### src/rtl/gwl_pkg.sv
package gwl_pkg;
  localparam int DATA_W = 32;
  localparam logic [DATA_W-1:0] KEY_FIRST  = 32'hC0DE_1248;
  localparam logic [DATA_W-1:0] KEY_SECOND = 32'hC0DE_FA73;

  typedef enum logic [1:0] {
    ST_OPEN  = 2'd0,
    ST_SHUT  = 2'd1,
    ST_ARMED = 2'd2
  } lock_state_t;

  typedef struct packed {
    logic wr;       // any bank write this cycle
    logic hit_a;    // write to first lock word
    logic hit_b;    // write to second lock word
    logic prot;     // write to a protected word
    logic zero;     // write data is zero
    logic key1;     // write data equals first key
    logic key2;     // write data equals second key
  } wr_decode_t;
endpackage

### src/rtl/gwl_decode.sv
module gwl_decode
  import gwl_pkg::*;
#(
  parameter int ADDR_W     = 6,
  parameter int LOCK_A_IDX = 16,
  parameter int LOCK_B_IDX = 17,
  parameter logic [(1<<ADDR_W)-1:0] PROT_MASK = 'hFFFF
) (
  input  logic              wr_en,
  input  logic [ADDR_W-1:0] wr_addr,
  input  logic [DATA_W-1:0] wr_data,
  output wr_decode_t        dec
);
  localparam int NWORDS = 1 << ADDR_W;
  localparam logic [NWORDS-1:0] LOCK_BITS =
    (NWORDS'(1) << LOCK_A_IDX) | (NWORDS'(1) << LOCK_B_IDX);
  localparam logic [NWORDS-1:0] EFF_MASK = PROT_MASK & ~LOCK_BITS;

  logic [NWORDS-1:0] sel;

  generate
    for (genvar w = 0; w < NWORDS; w++) begin : g_sel
      assign sel[w] = (wr_addr == ADDR_W'(w));
    end
  endgenerate

  always_comb begin
    dec.wr    = wr_en;
    dec.hit_a = wr_en && sel[LOCK_A_IDX];
    dec.hit_b = wr_en && sel[LOCK_B_IDX];
    dec.prot  = wr_en && (|(sel & EFF_MASK));
    dec.zero  = (wr_data == '0);
    dec.key1  = (wr_data == KEY_FIRST);
    dec.key2  = (wr_data == KEY_SECOND);
  end
endmodule

### src/rtl/gwl_fsm.sv
module gwl_fsm
  import gwl_pkg::*;
(
  input  logic       clk,
  input  logic       rst,
  input  wr_decode_t dec,
  output logic       locked,
  output logic       key_armed
);
  lock_state_t state_q, state_d;

  always_comb begin
    state_d = state_q;
    unique case (state_q)
      ST_OPEN: begin
        if ((dec.hit_a || dec.hit_b) && dec.zero) state_d = ST_SHUT;
      end
      ST_SHUT: begin
        if (dec.hit_b && dec.key1) state_d = ST_ARMED;
      end
      ST_ARMED: begin
        if (dec.hit_a && dec.key2) state_d = ST_OPEN;
        else if (dec.wr)           state_d = ST_SHUT;
      end
      default: state_d = ST_SHUT;
    endcase
  end

  always_ff @(posedge clk) begin
    if (rst) begin
      state_q   <= ST_OPEN;
      locked    <= 1'b0;
      key_armed <= 1'b0;
    end else begin
      state_q   <= state_d;
      locked    <= (state_d != ST_OPEN);
      key_armed <= (state_d == ST_ARMED);
    end
  end
endmodule

### src/rtl/gwl_readback.sv
module gwl_readback
  import gwl_pkg::*;
#(
  parameter int ADDR_W     = 6,
  parameter int LOCK_A_IDX = 16
) (
  input  logic              clk,
  input  logic              rst,
  input  logic              rd_en,
  input  logic [ADDR_W-1:0] rd_addr,
  input  logic              locked,
  output logic [DATA_W-1:0] rd_data
);
  always_ff @(posedge clk) begin
    if (rst) begin
      rd_data <= '0;
    end else if (rd_en && (rd_addr == ADDR_W'(LOCK_A_IDX))) begin
      rd_data <= {{(DATA_W-1){1'b0}}, locked};
    end else begin
      rd_data <= '0;
    end
  end
endmodule

### src/rtl/gpio_wlock_seq.sv
module gpio_wlock_seq
  import gwl_pkg::*;
#(
  parameter int ADDR_W     = 6,
  parameter int LOCK_A_IDX = 16,
  parameter int LOCK_B_IDX = 17,
  parameter logic [(1<<ADDR_W)-1:0] PROT_MASK = 'hFFFF
) (
  input  logic              clk,
  input  logic              rst,
  input  logic              wr_en,
  input  logic [ADDR_W-1:0] wr_addr,
  input  logic [31:0]       wr_data,
  input  logic              rd_en,
  input  logic [ADDR_W-1:0] rd_addr,
  output logic [31:0]       rd_data,
  output logic              wr_inhibit,
  output logic              locked,
  output logic              key_armed
);
  wr_decode_t dec;

  gwl_decode #(
    .ADDR_W(ADDR_W), .LOCK_A_IDX(LOCK_A_IDX),
    .LOCK_B_IDX(LOCK_B_IDX), .PROT_MASK(PROT_MASK)
  ) i_decode (
    .wr_en(wr_en), .wr_addr(wr_addr), .wr_data(wr_data), .dec(dec)
  );

  gwl_fsm i_fsm (
    .clk(clk), .rst(rst), .dec(dec),
    .locked(locked), .key_armed(key_armed)
  );

  gwl_readback #(.ADDR_W(ADDR_W), .LOCK_A_IDX(LOCK_A_IDX)) i_readback (
    .clk(clk), .rst(rst), .rd_en(rd_en), .rd_addr(rd_addr),
    .locked(locked), .rd_data(rd_data)
  );

  // Same-cycle gate: the register bank commits on this very edge.
  assign wr_inhibit = dec.prot && locked;
endmodule

### config.mk
export PLATFORM = sky130hd
export DESIGN_NAME = gpio_wlock_seq
export DESIGN_NICKNAME = d
export VERILOG_FILES = /design/src/rtl/gwl_pkg.sv /design/src/rtl/gwl_decode.sv /design/src/rtl/gwl_fsm.sv /design/src/rtl/gwl_readback.sv /design/src/rtl/gpio_wlock_seq.sv
export SDC_FILE = /design/constraint.sdc
export NUM_CORES = 1
export LEC_CHECK = 0
export ABC_AREA = 1
export CAP_MARGIN = 40
export CORE_UTILIZATION = 50
export CTS_CLUSTER_SIZE = 20
export DETAILED_ROUTE_END_ITERATION = 7
export DONT_BUFFER_PORTS = 1
export PLACE_DENSITY = 0.77
export SYNTH_ARGS = -nofsm -noshare
export SYNTH_HDL_FRONTEND = slang
export SYNTH_SLANG_ARGS = --single-unit
### constraint.sdc
create_clock -name clk -period 2.9 [get_ports clk]
set_input_delay 0.29 -clock clk [delete_from_list [all_inputs] [get_ports clk]]
set_output_delay 0.29 -clock clk [all_outputs]
set_load 0.005 [all_outputs]
# Word level (Yosys, flattened, before mapping)
# Cells that the tools add are included.
[word_totals]
ff_bits = 36
word_cells = 49
input_bits = 48
out_inout_bits = 35
[op_classes]
bitwise_logic = 1
mux = 5
n_reduce_logical = 15
eq_ne = 23
[op_table]
columns = ["op", "count"]
rows = [
  ["$eq A32 B32 Y1 const B", 2],
  ["$eq A6 B4 Y1 const B", 8],
  ["$logic_not A32 Y1", 1],
  ["$eq A6 B3 Y1 const B", 4],
  ["$eq A6 B5 Y1 const B", 3],
  ["$reduce_or A16 Y1", 1],
  ["$eq A6 B2 Y1 const B", 2],
  ["$logic_and A1 B1 Y1", 8],
  ["$mux W2", 4],
  ["$eq A6 B1 Y1 const B", 1],
  ["$logic_not A6 Y1", 1],
  ["$pmux W2 S3", 1],
  ["$eq A2 B2 Y1 const B", 2],
  ["$eq A2 B1 Y1 const B", 1],
  ["$logic_not A2 Y1", 1],
  ["$reduce_bool A2 Y1", 1],
  ["$reduce_or A2 Y1", 1],
  ["$logic_or A1 B1 Y1", 1],
  ["$not A1 Y1", 1],
]

# Depth between registers and ports, before layout
# Gate-level depths: netlist of run 1.
[depth]
depth_word = 7
ltp_mapped = 10
ltp_nobuf = 10

# Cells and area by module
# A second synthesis of run 1 with hierarchy kept.
[unflattened]
hier_cells = 151
hier_area_um2 = 812.0
[by_module_without_submodules]
columns = ["mod", "instances", "area_per_inst_um2", "seq_area_each_um2", "cells_per_inst"]
rows = [
  ["gwl_decode", 1, 324.1, 0.0, 79],
  ["gwl_readback", 1, 297.8, 20.0, 42],
  ["gwl_fsm", 1, 182.7, 80.1, 28],
  ["gpio_wlock_seq", 1, 7.5, 0.0, 2],
]

# Least setup slack after synthesis of run 1
# Ideal clock, no wire load.
[synth_path]
path_kind = "input -> register"
start = "input port wr_data[10]"
end = "register i_fsm.locked"
stages = 10
arrival_time_ns = 0.987
slack_ns = 1.800
n_path_buf = 0
required_ns = 2.786
setup_time_ns = 0.114
path_cell_list = "nor2_1 > nand2_1 > nor2_2 > inv_1 > nor2_2 > nand3_2 > nand2_1 > nand3_1 > nand2_1 > nand2_1"
[synth_between]
elab_chain_len = 5
[synth_rtl]
columns = ["element", "line", "text"]
rows = [
  ["from (decl)", "gpio_wlock_seq.sv:13", "input logic [31:0] wr_data,"],
  ["$eq A32 B32 Y1, or another cell as far along", "gwl_decode.sv:34", "dec.key2 = (wr_data == KEY_SECOND);"],
  ["$logic_and A1 B1 Y1 (on tied branches)", "gwl_fsm.sv:22, gwl_fsm.sv:16, gwl_fsm.sv:19", ""],
  ["$mux W2 (on tied branches)", "gwl_fsm.sv:22, gwl_fsm.sv:16, gwl_fsm.sv:19", ""],
  ["$pmux W2 S3 (*)", "gwl_fsm.sv:14", "unique case (state_q)"],
  ["$reduce_bool A2 Y1 (*)", "gwl_fsm.sv:36", "locked <= (state_d != ST_OPEN);"],
  ["to (signal assigned)", "gwl_fsm.sv:36", ""],
  ["to (decl)", "gwl_fsm.sv:7", "output logic locked,"],
]
# Mark *: on every way between the ends. The rest lies on a longest branch, timed or not.
# A chain may end at the register's enable or synchronous reset.

# Worst setup path in the final report of run 1
[layout_path]
start = "register i_fsm.locked"
end = "output port wr_inhibit"
[layout_between]
elab_chain_len = 1
[layout_rtl]
columns = ["element", "line", "text"]
rows = [
  ["$logic_and A1 B1 Y1", "gpio_wlock_seq.sv:41", "assign wr_inhibit = dec.prot && locked;"],
  ["to (decl)", "gpio_wlock_seq.sv:17", "output logic wr_inhibit,"],
]
# Every way passes these cells.

==> results of run 1 <==
## critical path, stage by stage (launching register included)
cell	delay (ns)
dfxtp_1	0.35
inv_1	0.07
nor4_1	0.25
## layer usage
layer	vias to the layer above	global-route usage [%]	share of wire [%]	wire length, um
met5	-	0	0	0
li1	354	-	-	-
met1	283	14.5	37	469
met3	0	7.83	14	171
met2	62	25.9	49	612
met4	0	3.87	0	0
## final timing paths
check                                      start  slack (ns)                    end  depth (start not counted)
worst min register to register      i_fsm.locked        0.50  i_readback.rd_data[0]                          2
worst max-delay path                i_fsm.locked        1.70             wr_inhibit                          2
worst min-delay path                  rd_addr[1]        0.13  i_readback.rd_data[0]                          1
worst max register to register  i_fsm.state_q[0]        1.92           i_fsm.locked                          9
## cell usage in the layout, fill, tap and decap left out
cell type,instances
nor2_1,32
clkbuf_4,3
nand3_2,3
conb_1,31
nor3_1,1
o21bai_1,1
nand2_2,1
inv_1,19
o21ai_2,1
dfxtp_1,5
inv_2,1
nor4_1,2
nand4_1,3
nand3_1,5
nand2_1,24
nor2_2,3
or4_1,1
nor2_4,2
clkbuf_1,1
## stage by stage
stage	setup slack (ns)	power (uW)
after global routing	1.62	195
after detailed placement	1.70	100
final	1.70	178
after global placement	1.74	99.6
after CTS	1.67	182
after floorplan	1.80	128
## power by group through the flow
stage | sequential (uW) | clock [uW] | combinational (uW)
after floorplan | 70.2 | 0 | 57.6
after global placement | 70.2 | 0 | 29.4
after detailed placement | 70.2 | 0 | 30.2
after CTS | 69.0 | 83.2 | 30.3
after global routing | 68.8 | 89.7 | 36.1
final | 69.0 | 78.5 | 31.0
## state kept, by name, indices dropped and copies added, names as in the netlist
register / flops
i_fsm.state_q: 2
i_fsm.locked: 1
i_readback.rd_data: 1
i_fsm.key_armed: 1
## kinds of logic (layout without fill, tap and decap cells)
kind of cell           after synthesis  after routing  share of synthesized area, %
and+or+nand+nor                     77             77                          45.5
buffers and inverters               51             24                          39.2
other                                1             31                         0.478
DFF                                  5              5                          12.8
AOI/OAI and AO/OA                    2              2                          2.07
## cell type report
| class | instances | area share (%) |
|---|---|---|
| multi-input combinational | 110 | 69.0 |
| clock buffer | 4 | 3.70 |
| inverter | 20 | 10.6 |
| sequential | 5 | 14.1 |
| tap | 15 | 2.65 |
==> reports/metrics.yaml, run 1 <==
global_route:
  grt_pass1_vias: 559
  grt_pass1_wl_um: 1960
  antenna_found_initial: 0
  grt_max_degree: 5
  grt.overflow.total: 0
  grt.total_usage_pct: 14.5
placed_design:
  gp_congestion: 0.818
  port_buffers: 0
  hpwl_um: 1150
  dpl.cell_count: 150
  dpl_cell_area_um2: 683
power:
  clockPowerShare_pct: 44.0
  powerDensity_mw_per_mm2: 252
  comb_power_share_pct: 17.3
  ir_drop_v: 0.000256
  internal-power_uw: 130
  p_switching_uw: 48.8
  leakage_uw: 0.000363
  p_sw_share_pct: 27.3
  sequentialPowerShare_pct: 38.7
final_layout:
  syn_to_final_growth_pct: -9.57
  nets: 188
  fin_cells: 154
  multi_input_area_um2: 489
  final_area_um2: 709
  nFillCells: 139
  antenna_cells: 0
  final-seq-area_um2: 100
  drive_gt1_share_pct: 10.1
  final_util_pct: 51.3
cts:
  ctsLongestPathBuffers: 2
  postCtsHoldBufs: 0
  tritoncts.num_buffers: 3
  path_clk_slew_ns: 0.04
  root_buffer: "clkbuf_4"
  h-tree-depth: 1
  clock-sinks: 5
  ctsResizeCount: 0
  postCtsSetupRepairBufs: 0
  tritoncts: "yes"
  clock_latency_ns: 0.24
timing:
  fin_tns_setup_ns: 0
  timing_max_transition_violations_final: 0
  clock.fmax_mhz: 836
  finalClockSkew_ns: 0.00341
  holdWs_ns: 0.127
  final_hold_viol_count: 0
  setup_viol: 0
  min_period_over_period_pct: 41.2
  rsz0062_at_grt: "no"
  min_period_ns: 1.20
synthesis:
  synth_edf_count: 0
  synth-warning-count: 0
  synthFlopType: "dfxtp_1"
  synth_top_area_share_pct: 29.7
  syn_area_per_cell_um2: 5.77
  synth_area_um2: 785
  synth_most_common_cell: "nor2_1"
  ys_top_cells_by_count: "nor2_1 (32), buf_4 (31), nand2_1 (24), inv_1 (19)"
  synth-async-reset-ratio_pct: 0
  synth_seq_cells: 5
  synth-seq-area-share_pct: 12.8
  synthTopCellsByArea: "buf_4 (30%), nor2_1 (15%), dfxtp_1 (13%)"
  synthCells: 136
  ys_types: 18
  yosysTopAreaCell: "buf_4"
setup_path:
  worstPathArrival_ns: 0.91
  critPathMaxFanout: 2
  worstSetupStartpointType: "register"
  crit_type: "reg -> out"
  endpoint_kind: "primary output"
  worstPathRequired_ns: 2.61
floorplan:
  dieArea_mm2: 0.00173
  std_cell_rows: 13
  die_x_um: 41.6
  ioPinCount: 83
  initial_utilization_pct: 56.7
  core-area_mm2: 0.00138
  dieHeight_um: 41.6
run:
  maxCapViolCount: 0
route:
  vias: 699
  ant_nets: 0
  route.detailed.drc: 0
  drt-initial-drc-count: 11
  drt_wl_total_um: 1250
  via_per_inst: 4.54
  avgRoutedWirePerCell_um: 8.14
  dr.pass1.iters: 4
hold_path:
  hp-class: "in -> reg"
outcome:
  status: "finished, final reports clean"
No activity file was read; power rests on OpenSTA's default activity.
==> run 2: changes to the inputs <==
--- a/config.mk
+++ b/config.mk
@@ -11,7 +11,7 @@
 export CTS_CLUSTER_SIZE = 20
 export DETAILED_ROUTE_END_ITERATION = 7
 export DONT_BUFFER_PORTS = 1
-export PLACE_DENSITY = 0.77
+export PLACE_DENSITY = 0.8
 export SYNTH_ARGS = -nofsm -noshare
 export SYNTH_HDL_FRONTEND = slang
 export SYNTH_SLANG_ARGS = --single-unit
==> constraint.sdc (replaced) <==
create_clock -name clk -period 1 [get_ports clk]
set_input_delay 0.1 -clock clk [delete_from_list [all_inputs] [get_ports clk]]
set_output_delay 0.1 -clock clk [all_outputs]
set_load 0.005 [all_outputs]
==> run 2 against run 1 <==
  * Power rose to 3.0 times the previous value
  * Routed wire length up 11%
  * Clock power increased to 3.0 times the previous value
  * Non-clock buffer count increased by 3
  * Design area is 7.1% higher
  * Sequential cell count unchanged
  * Sequential power rose to 2.9 times the previous value
  * First-iteration DRC count fell by 27%
  * Combinational power rose to 3.2 times the previous value
  * Via count is 0.29% higher
  * Die area unchanged
  * Core utilization rose by 3.6 points
  * Largest cell class unchanged
==> reports/metrics.yaml, run 2 (synthesized netlist as in run 1, its figures left out) <==
final_layout:
  drive_gt1_share_pct: 14.1
  nFillCells: 140
  largest_reg_flops: 2
  most-common-layout-cells: "nor2_1 (31), conb_1 (31), nand2_1 (24)"
  final-seq-area_um2: 103
  top_register: "i_fsm.state_q"
  nets: 191
  antenna_cells: 0
  syn_to_final_growth_pct: -3.19
  multi_input_area_um2: 507
cts:
  root_buffer: "clkbuf_4"
  tritoncts: "yes"
  path_clk_slew_ns: 0.04
  ctsLongestPathBuffers: 2
  clock_latency_ns: 0.24
  tritoncts.num_buffers: 3
  h-tree-depth: 1
  clock-sinks: 5
timing:
  clock.fmax_mhz: 1040
  finalClockSkew_ns: 0.000166
  setup_viol: 0
  min_period_ns: 0.959
  timing_max_transition_violations_final: 0
  min_period_over_period_pct: 95.9
  fin_tns_setup_ns: 0
  final_hold_viol_count: 0
  rsz0062_at_grt: "yes"
setup_path:
  worst_r2r_endpoint: "i_fsm.state_q[0]"
  endpoint_kind: "primary output"
  endpoint: "wr_inhibit"
  worstSetupStartpointType: "register"
  crit_type: "reg -> out"
  startpoint: "i_fsm.locked"
  worstPathRequired_ns: 0.90
  ff2ff_setup_slack_ns: 0.05
  r2r-start: "i_fsm.state_q[0]"
  worstPathArrival_ns: 0.86
  critPathMaxFanout: 2
  ff2ff_path_depth: 9
floorplan:
  core-area_mm2: 0.00138
  dieHeight_um: 41.6
  ioPinCount: 83
  die_x_um: 41.6
  dieArea_mm2: 0.00173
  initial_utilization_pct: 56.7
  std_cell_rows: 13
global_route:
  grt.total_usage_pct: 16.8
  grt_pass1_vias: 607
  antenna_found_initial: 0
  grt.overflow.total: 0
  grt_pass1_wl_um: 2290
  grt_max_degree: 5
power:
  total_power_uw: 537
  powerDensity_mw_per_mm2: 707
  clockPowerShare_pct: 44.2
  ir_drop_v: 0.000801
  p_switching_uw: 152
  sequentialPowerShare_pct: 37.2
  comb_power_share_pct: 18.5
  leakage_uw: 0.000379
  internal-power_uw: 385
  p_sw_share_pct: 28.3
placed_design:
  port_buffers: 0
  gp_congestion: 0.784
  hpwl_um: 1250
route:
  avgRoutedWirePerCell_um: 8.89
  via_per_inst: 4.46
  ant_nets: 0
  route.detailed.drc: 0
  drt_wl_total_um: 1400
  drt-initial-drc-count: 8
  dr.pass1.iters: 4
  vias: 701
outcome:
  status: "finished, final reports clean"
hold_path:
  hp-class: "in -> reg"
run:
  maxCapViolCount: 0
-- run 2: stage by stage --
step	std cells	setup WS [ns]	instance area, um^2	utilization, %	hold WS, ns
after floorplan	166	0.0837	897	-	0.176
after global placement	150	0.0258	683	49.4	0.182
after detailed placement	150	-0.0134	683	49.4	0.190
after CTS	157	0.00274	754	54.6	0.0137
after global routing	157	-0.0652	759	54.9	0.0175
final	157	0.0408	759	54.9	0.0271
-- run 2: worst max-delay path, cell delays in order, from the launching register on --
cell and delay [ns]:
dfxtp_1 0.37, inv_2 0.08, nor4_4 0.16
-- run 2: layout make-up --
class	instances	share of cell area (%)
inverter	20	9.88
timing repair buffer	3	3.95
sequential	5	13.5
multi-input combinational	110	66.7
clock buffer	4	3.46
tap	15	2.47
-- run 2: routing by layer --
metal / part of all wire (%) / global-route usage, %
met1: 36 / 17.6
met2: 53 / 32.2
met3: 11 / 4.78
met4: 0 / 3.87
met5: 0 / 0
-- run 2: timing repair --
item	in CTS	in global routing
pin swaps	0	3
resized for setup	2	5
endpoints found under the setup margin	1	5
hold buffers	3	0
endpoints found under the hold margin	1	0
buffers inserted	0	0
-- run 2: how the worst min path moves through the flow --
stage / startpoint / to / slack (ns) / depth (start not counted)
after detailed placement: rd_addr[1] / i_readback.rd_data[0] / 0.19 / 1
final: rd_addr[5] / i_readback.rd_data[0] / 0.03 / 2
after global routing: rd_addr[5] / i_readback.rd_data[0] / 0.02 / 2
after global placement: rd_addr[1] / i_readback.rd_data[0] / 0.18 / 1
after floorplan: rd_addr[1] / i_readback.rd_data[0] / 0.18 / 1
after CTS: rd_addr[5] / i_readback.rd_data[0] / 0.01 / 2
-- run 2: power by group through the flow --
stage | clock network, uW | logic (uW) | registers (uW)
floorplan | 0 | 167 | 204
global placement | 0 | 85.5 | 204
detailed placement | 0 | 86.4 | 204
CTS | 250 | 97.7 | 200
global route | 254 | 118 | 200
finish | 237 | 99.5 | 200
==> run 3: changes to the inputs <==
--- a/config.mk
+++ b/config.mk
@@ -6,12 +6,12 @@
 export NUM_CORES = 1
 export LEC_CHECK = 0
 export ABC_AREA = 1
+export BUFFER_PORTS_ARGS = -buffer_cell sky130_fd_sc_hd__buf_2
 export CAP_MARGIN = 40
-export CORE_UTILIZATION = 50
+export CORE_UTILIZATION = 31
 export CTS_CLUSTER_SIZE = 20
 export DETAILED_ROUTE_END_ITERATION = 7
-export DONT_BUFFER_PORTS = 1
-export PLACE_DENSITY = 0.8
+export PLACE_DENSITY = 0.88
 export SYNTH_ARGS = -nofsm -noshare
 export SYNTH_HDL_FRONTEND = slang
 export SYNTH_SLANG_ARGS = --single-unit
==> constraint.sdc (replaced) <==
create_clock -name clk -period 1 [get_ports clk]
set_input_delay 0.1 -clock clk [delete_from_list [all_inputs] [get_ports clk]]
set_output_delay 0.1 -clock clk [all_outputs]
set_load 0.1 [all_outputs]
==> run 3 against run 2 <==
  * The flow now finishes with violations (setup timing)
  * Sequential power barely moved
  * Non-clock buffer count grew 55
  * Critical path depth up 1
  * Worst setup slack got worse by 0.18 ns
  * First-iteration DRC count stayed put
  * Largest cell class unchanged
  * Largest power group is now combinational logic
==> reports/metrics.yaml, run 3 (synthesized netlist as in run 1, its figures left out) <==
final_layout:
  top_register: "i_fsm.state_q"
  largest_reg_flops: 2
  syn_to_final_growth_pct: 45.5
  antenna_cells: 0
  drive_gt1_share_pct: 43.1
  final_common_cell: "buf_2"
  final_util_pct: 49.7
  nets: 246
  most-common-layout-cells: "buf_2 (47), nor2_1 (31), conb_1 (31)"
hold_path:
  hp-class: "in -> reg"
outcome:
  failed_checks: "setup timing"
  status: "finished, violations left"
power:
  internal-power_uw: 442
  ir_drop_v: 0.000560
  sequentialPowerShare_pct: 17.6
  powerDensity_mw_per_mm2: 980
  p_sw_share_pct: 60.5
  total_power_uw: 1120
  leakage_uw: 0.000627
  p_switching_uw: 676
  clockPowerShare_pct: 21.7
  comb_power_share_pct: 60.7
route:
  ant_nets: 0
  avgRoutedWirePerCell_um: 7.38
  dr.pass1.iters: 4
  vias: 881
  route.detailed.drc: 0
  drt_wl_total_um: 1660
  drt-initial-drc-count: 8
  via_per_inst: 3.92
global_route:
  grt.overflow.total: 0
  met3_usage_pct: 2.61
  use_met1_pct: 14.5
  busiest_layer: "met2"
  grt_max_degree: 4
  antenna_found_initial: 0
  grt.total_usage_pct: 11.9
  grt_pass1_wl_um: 2490
  grt_util_met2_pct: 21.7
  grt_pass1_vias: 684
setup_path:
  crit_family: "flip-flops"
  cp_cell_sequence: "inv_4 -> nor4_4 -> buf_12"
  cp.buffers_inverters: 2
  worstPathRequired_ns: 0.90
  critPathSlowestCell: "dfxtp_4"
  cpPeakStageDelay_ns: 0.35
  crit_type: "reg -> out"
  worstPathArrival_ns: 1.04
  critPathMaxFanout: 2
  worstSetupStartpointType: "register"
  endpoint_kind: "primary output"
timing:
  rsz0062_at_grt: "yes"
  min_period_over_period_pct: 114
  timing_max_transition_violations_final: 0
  holdWs_ns: 0.0147
  setup_viol: 4
  postLayoutSetupSlackWorst_ns: -0.137
  fin_tns_setup_ns: -0.333
  min_period_ns: 1.14
  clock.fmax_mhz: 880
  final_hold_viol_count: 0
  finalClockSkew_ns: 0.00601
cts:
  postCtsHoldBufs: 0
  tritoncts.num_buffers: 3
  tritoncts: "yes"
  h-tree-depth: 1
  clock-sinks: 5
  root_buffer: "clkbuf_4"
  ctsLongestPathBuffers: 2
  path_clk_slew_ns: 0.05
  clock_latency_ns: 0.25
floorplan:
  dieHeight_um: 52.3
  initial_utilization_pct: 34.2
  dieArea_mm2: 0.00274
  core-area_mm2: 0.00230
  std_cell_rows: 17
  ioPinCount: 83
  die_x_um: 52.3
placed_design:
  gp_congestion: 0.728
  hpwl_um: 1460
  port_buffers: 51
  pre_cts_ws_ns: -0.126
run:
  maxCapViolCount: 0
run 3: changes by cell type in the layout (fill, tap and decap cells not counted), sizes merged:
cell,previous run,this run
buf,0,58
dlygate4sd3,3,0
run 3: per-stage QoR:
step | cells | instance area [um^2]
floorplan | 166 | 921
global placement | 218 | 1070
detailed placement | 218 | 1070
CTS | 224 | 1110
global route | 225 | 1140
finish | 225 | 1140
run 3: metal layers:
metal	up-vias	share of wire, %
met5	-	0
met4	0	0
met3	0	10
met2	47	51
met1	362	39
li1	472	-
run 3: power groups by stage:
| stage | registers (uW) | logic [uW] | clock network, uW |
|---|---|---|---|
| global route | 197 | 712 | 265 |
| CTS | 197 | 677 | 243 |
| detailed placement | 201 | 676 | 0 |
| floorplan | 201 | 653 | 0 |
| finish | 197 | 679 | 243 |
| global placement | 201 | 673 | 0 |
run 3: final cells by class:
class	instances	area (um^2)
Fill cell	251	1160
Multi-Input combinational cell	110	523
Timing Repair Buffer	58	372
Sequential cell	5	108
Inverter	20	77.6
Tap cell	28	35.0
Clock buffer	4	26.3
run 3: worst paths after layout:
check / startpoint / endpoint / slack, ns / cells after the start
worst max-delay path: i_fsm.locked / wr_inhibit / -0.14 / 3
worst min-delay path: rd_addr[1] / i_readback.rd_data[0] / 0.01 / 2
worst max register to register: i_fsm.state_q[0] / i_fsm.locked / -0.07 / 8
worst min register to register: i_fsm.state_q[1] / i_fsm.key_armed / 0.67 / 5
run 3: what timing repair did:
| action | in CTS | in global routing |
|---|---|---|
| buffers inserted | 2 | 1 |
| pin swaps | 3 | 4 |
| endpoints found under the setup margin | 3 | 5 |
| gates resized for setup | 3 | 6 |
